## config.mk

```make
export PLATFORM = sky130hd
export DESIGN_NAME = clamp_strobe_gen
export DESIGN_NICKNAME = d
export VERILOG_FILES = /design/src/rtl/clamp_strobe_gen.sv
export SDC_FILE = /design/constraint.sdc
export NUM_CORES = 1
export LEC_CHECK = 0
export ABC_AREA = 1
export BUFFER_PORTS_ARGS = -buffer_cell sky130_fd_sc_hd__buf_2
export CAP_MARGIN = 40
export CORE_ASPECT_RATIO = 1.25
export CORE_MARGIN = 2
export CORE_UTILIZATION = 58
export CTS_BUF_LIST = sky130_fd_sc_hd__clkbuf_8
export CTS_CLUSTER_DIAMETER = 120
export DETAILED_ROUTE_END_ITERATION = 12
export PLACE_DENSITY_LB_ADDON = 0.12
export RECOVER_POWER = 100
export REMOVE_ABC_BUFFERS = 1
export SYNTH_ARGS = -nofsm -noshare
export SYNTH_HDL_FRONTEND = slang
export SYNTH_SLANG_ARGS = --single-unit
export TNS_END_PERCENT = 30
```

## constraint.sdc

```tcl
create_clock -name clk -period 1.5 [get_ports clk]
set_clock_uncertainty 0.1 [all_clocks]
set_input_delay 0.15 -clock clk [delete_from_list [all_inputs] [get_ports clk]]
set_output_delay 0.15 -clock clk [all_outputs]
set_load 0.02 [all_outputs]
```

## src/rtl/clamp_strobe_gen.sv

```systemverilog
module clamp_strobe_gen #(
  parameter int W = 8
) (
  input  logic         clk,
  input  logic         rst,
  input  logic         hs_raw,
  input  logic         hs_pol,
  input  logic         line_ref,
  input  logic         clamp_ext,
  input  logic         clamp_src_ext,
  input  logic [W-1:0] place_cfg,
  input  logic [W-1:0] dur_cfg,
  input  logic [W-1:0] hs_width_cfg,
  output logic         clamp_out,
  output logic         hsync_out
);

  typedef enum logic [1:0] {IDLE, WAIT, HOLD} phase_t;

  localparam logic [W-1:0] ONE = W'(1);

  logic [2:0]   sync_q;
  logic         trail;
  logic         clamp_int;
  phase_t       phase;
  logic [W-1:0] cnt;
  logic [W-1:0] dur_l;
  logic [W-1:0] wid_l;
  logic [W-1:0] hs_cnt;

  wire act_in = hs_pol ? hs_raw : ~hs_raw;

  assign trail     = sync_q[2] & ~sync_q[1];
  assign clamp_int = (phase == HOLD);
  assign clamp_out = clamp_src_ext ? clamp_ext : clamp_int;
  assign hsync_out = (hs_cnt != '0);

  always_ff @(posedge clk) begin
    if (rst) sync_q <= '0;
    else     sync_q <= {sync_q[1:0], act_in};
  end

  always_ff @(posedge clk) begin
    if (rst) begin
      phase <= IDLE;
      cnt   <= '0;
      dur_l <= '0;
      wid_l <= '0;
    end else if (trail) begin
      phase <= WAIT;
      cnt   <= (place_cfg == '0) ? ONE : place_cfg;
      dur_l <= dur_cfg;
      wid_l <= hs_width_cfg;
    end else begin
      case (phase)
        WAIT: begin
          if (cnt == ONE) begin
            phase <= (dur_l == '0) ? IDLE : HOLD;
            cnt   <= dur_l;
          end else begin
            cnt <= cnt - ONE;
          end
        end
        HOLD: begin
          if (cnt == ONE) phase <= IDLE;
          cnt <= cnt - ONE;
        end
        default: cnt <= '0;
      endcase
    end
  end

  always_ff @(posedge clk) begin
    if (rst)                 hs_cnt <= '0;
    else if (line_ref)       hs_cnt <= wid_l;
    else if (hs_cnt != '0)   hs_cnt <= hs_cnt - ONE;
  end

endmodule


```

==> results.md <==
- The upper clock frequency limit is 647.7 MHz.
- The post-placement cell area is 0.002135 mm^2.
- Setup repair after global routing could not meet its margin everywhere.
- Including well taps, the total number of placed cells is 343.
- The run finished, with violations left.
- By startpoint and endpoint, the worst setup path is classified as reg2out.
- The root buffer cell chosen for the clock tree is sky130_fd_sc_hd__clkbuf_8.
- The wire length per cell is 12.16 um.
- The checks that failed: negative hold slack, negative setup slack.
- For this run, the post-layout net count is 360.
- The starting DRC count in detailed routing is 64.
- The cell accounting for the most synthesized area is sky130_fd_sc_hd__dfxtp_1.
- The worst min-delay path category is in2reg.
- Using the TritonRoute via totals, the vias-per-cell ratio works out to 5.160.
- The clock drives 37 sinks.
- The routed design has 4402 um of wire.
- The reg2reg setup slack is -0.01 ns.
- The post-route antenna net violation count is 0.
- The type of destination of the critical path is an output port.
- Across the run, the number of max-cap violations was 0.
- For the worst setup path, the data required time is 1.25 ns.
- The final-report max-slew violation count came to 0.
- Yosys printed 0 warnings.
- The smallest clock period supported by the final layout is computed as 1.544 ns.
- Sorting the synthesized cells by area gives the leading types as sky130_fd_sc_hd__dfxtp_1 39%, sky130_fd_sc_hd__nand2_1 11%, sky130_fd_sc_hd__nor2_1 9.2%.
- The final count of hold timing violations is 1.
- The post-detailed-route DRC marker count is 0.
- In this run the power density over the cells is 1599 mW/mm^2.
- Of the post-synthesis cell area, the dominant cell type holds 0.3862.
- Setup violations remaining at the end of the flow were counted as 3.
- Across every metal layer, demand over resource in global routing totals 0.2398.
- After synthesis, the mean cell area works out to 6.950 um^2.
- The final worst setup slack is -0.04397 ns.
- The final clock period utilization by the worst path is 1.029.
- The number of antenna diodes in the final layout is 0.
- The cell count after synthesis came out at 276.
- The TritonCTS clock tree is done.
- At the worst endpoint, the arrival time is 1.29 ns.
- The initial utilization of the core area, before any placement, comes to 0.6005.
- The level count of the clock H-tree is 2.
- The wire-length estimate of the detail-placed layout is 3050 um.
- The post-synthesis cell type count is 25.
- The floorplan row count is 23.
- Entering global routing, the biggest net connects 21 pins.
- The residual overflow from global routing is 0.
- The highest net fanout along the worst path is 2.
- The number of buffer cells added on primary ports is 32.
- The peak supply drop is 1280 uV.
- The clock insertion delay at the later pin of the skew report is 0.29 ns.
- The mapped cell area is 0.001918 mm^2.
- The number of filler instances in the final layout is 268.
- The post-route standard cell area excluding fillers is 0.002426 mm^2.
- The final hold slack is -0.0006443 ns.
- For this run, the detailed router's first-pass iteration total came to 4.
- The worst setup path is launched from a register.
- The leakage power is 1.112 nW.
- From synthesis to final layout, the design area changed by 26.48%.
- Of the cells placed in the final design, the portion with a size suffix greater than 1 is 0.3138.
- The slew of the pin with the lowest slew margin is 0.3695 ns.
- The buffer levels on the longest clock path is 2.
- The number of antenna violations at the first check in global routing is 0.
- The die width is 55.44 um.
- The register bit count reported by yosys is 37.
- After clock tree synthesis, the clock-pin slew on the worst setup and hold paths is 0.07 ns.
- The die height is 68.30 um.
- The vias after detailed routing is 1868.
- The number of global-route vias before repair is 1776.
- Headroom to the max-slew limit came out at 0.7534.
- The sequential-to-total area share from yosys stat is 0.3862.
- The area of the core is 0.003194 mm^2.
- The top-level I/O count is 33.
- The CTS buffer count is 5.
- The first global-routing pass estimated 7100 um of wire.
- The post-layout instance count excluding filler cells is 362.
- The placer's final routability congestion estimate is 0.8816.
- The floorplan step defined a die boundary enclosing 0.003786 mm^2.
## routing by layer
layer	up-vias	global-route usage	routed length, um
met5	-	0	0
met4	0	0.09146	70
met3	9	0.05860	179
li1	972	-	-
met1	847	0.2346	1772
met2	40	0.4866	2380
## critical path, cell delays in order, from the launching register on
cell and delay [ns]:
sky130_fd_sc_hd__dfxtp_2 0.33, sky130_fd_sc_hd__inv_2 0.07, sky130_fd_sc_hd__ha_4 0.14, sky130_fd_sc_hd__inv_2 0.04, sky130_fd_sc_hd__nor2_4 0.11, sky130_fd_sc_hd__inv_2 0.06
sky130_fd_sc_hd__nor2_8 0.08, sky130_fd_sc_hd__inv_2 0.04, sky130_fd_sc_hd__buf_6 0.12
## through the flow
stage	util	total power, mW	TNS, ns	worst slack, ns
finish	0.7595	3.880	-0.05513	-0.04397
global route	0.7595	4.118	-1.075	-0.1009
CTS	0.7274	3.667	-0.1164	-0.09339
detailed placement	0.6682	2.526	0	0.01780
global placement	0.6682	2.500	0	0.05293
floorplan	-	2.228	-0.2249	-0.07793
## cell usage in the layout, fill, tap and decap left out, types with 3 or more instances in the layout
cell type                  Yosys  final
sky130_fd_sc_hd__nand2_1      57     54
sky130_fd_sc_hd__nor2_1       47     47
sky130_fd_sc_hd__buf_2         4     30
sky130_fd_sc_hd__dfxtp_1      37     29
sky130_fd_sc_hd__inv_1        31     25
sky130_fd_sc_hd__o21ai_0      25     22
sky130_fd_sc_hd__nand3_1      16     14
sky130_fd_sc_hd__buf_4         0     13
sky130_fd_sc_hd__inv_2         3     10
sky130_fd_sc_hd__a21oi_1      11      9
sky130_fd_sc_hd__a21oi_2       6      8
sky130_fd_sc_hd__dfxtp_2       0      8
sky130_fd_sc_hd__o21ai_1       5      6
sky130_fd_sc_hd__clkbuf_8      0      6
sky130_fd_sc_hd__xor2_1        5      5
sky130_fd_sc_hd__nor2_4        3      4
sky130_fd_sc_hd__clkbuf_2      0      3
## logic make-up after synthesis
kind of cell               synth area share
and+or+nand+nor                      0.3112
AOI/OAI and AO/OA                    0.1533
buffers and inverters               0.08480
DFF                                  0.3862
xor gates and xnor gates            0.03196
adders and majority gates           0.03262
## cells in the mapped netlist
cell / count
sky130_fd_sc_hd__o21ai_1: 5
sky130_fd_sc_hd__a31oi_1: 2
sky130_fd_sc_hd__o21ai_0: 25
sky130_fd_sc_hd__nor2_4: 3
sky130_fd_sc_hd__nand2_1: 57
sky130_fd_sc_hd__a22oi_1: 2
sky130_fd_sc_hd__a21oi_1: 11
sky130_fd_sc_hd__a21oi_2: 6
sky130_fd_sc_hd__nor2_2: 2
sky130_fd_sc_hd__nor2_1: 47
sky130_fd_sc_hd__clkbuf_1: 4
sky130_fd_sc_hd__dfxtp_1: 37
sky130_fd_sc_hd__or2_1: 1
sky130_fd_sc_hd__a31o_2: 1
sky130_fd_sc_hd__inv_2: 3
sky130_fd_sc_hd__xor2_1: 5
sky130_fd_sc_hd__nand3_1: 16
sky130_fd_sc_hd__buf_2: 4
sky130_fd_sc_hd__ha_1: 5
sky130_fd_sc_hd__nand2_4: 1
sky130_fd_sc_hd__nor2_8: 2
sky130_fd_sc_hd__nor3_1: 2
sky130_fd_sc_hd__nand4_1: 2
sky130_fd_sc_hd__inv_1: 31
sky130_fd_sc_hd__xnor2_1: 2
## sequential cells by signal, summed over array words and instances, names as in the netlist
signal  flops
dur_l       8
wid_l       8
phase       2
sync_q      3
hs_cnt      8
cnt         8
## path summary, 6_finish.rpt
kind,from,endpoint,depth (start not counted)
setup / recovery,hs_cnt[0],hsync_out,8
hold / removal,dur_cfg[6],dur_l[6],3
setup reg to reg,hs_cnt[1],hs_cnt[7],10
hold reg to reg,sync_q[0],sync_q[1],2
## power breakdown
part           total (mW)  internal (mW)  switching, mW
clock network       0.894          0.535          0.359
registers            1.22           1.12         0.0990
logic                1.77          0.817          0.953
total                3.88           2.47           1.41
## timing repair
item                                   4_1_cts  5_1_grt
setup endpoints to repair                    2       18
cloned                                       0        0
setup buffers                                6        4
endpoints found under the hold margin        1        0
hold buffers                                 1        0
pin swaps                                    4       10
resized for setup                           13       27
## layout make-up
type	instances	area (um^2)	share of cell area
Timing Repair Buffer	49	295.3	0.1217
Multi-Input combinational cell	197	1090	0.4492
Clock buffer	6	82.58	0.03404
Tap cell	37	46.29	0.01908
Clock inverter	2	33.78	0.01392
Sequential cell	37	750.7	0.3094
Inverter	34	127.6	0.05260
Power figures use the tool's default switching activity.
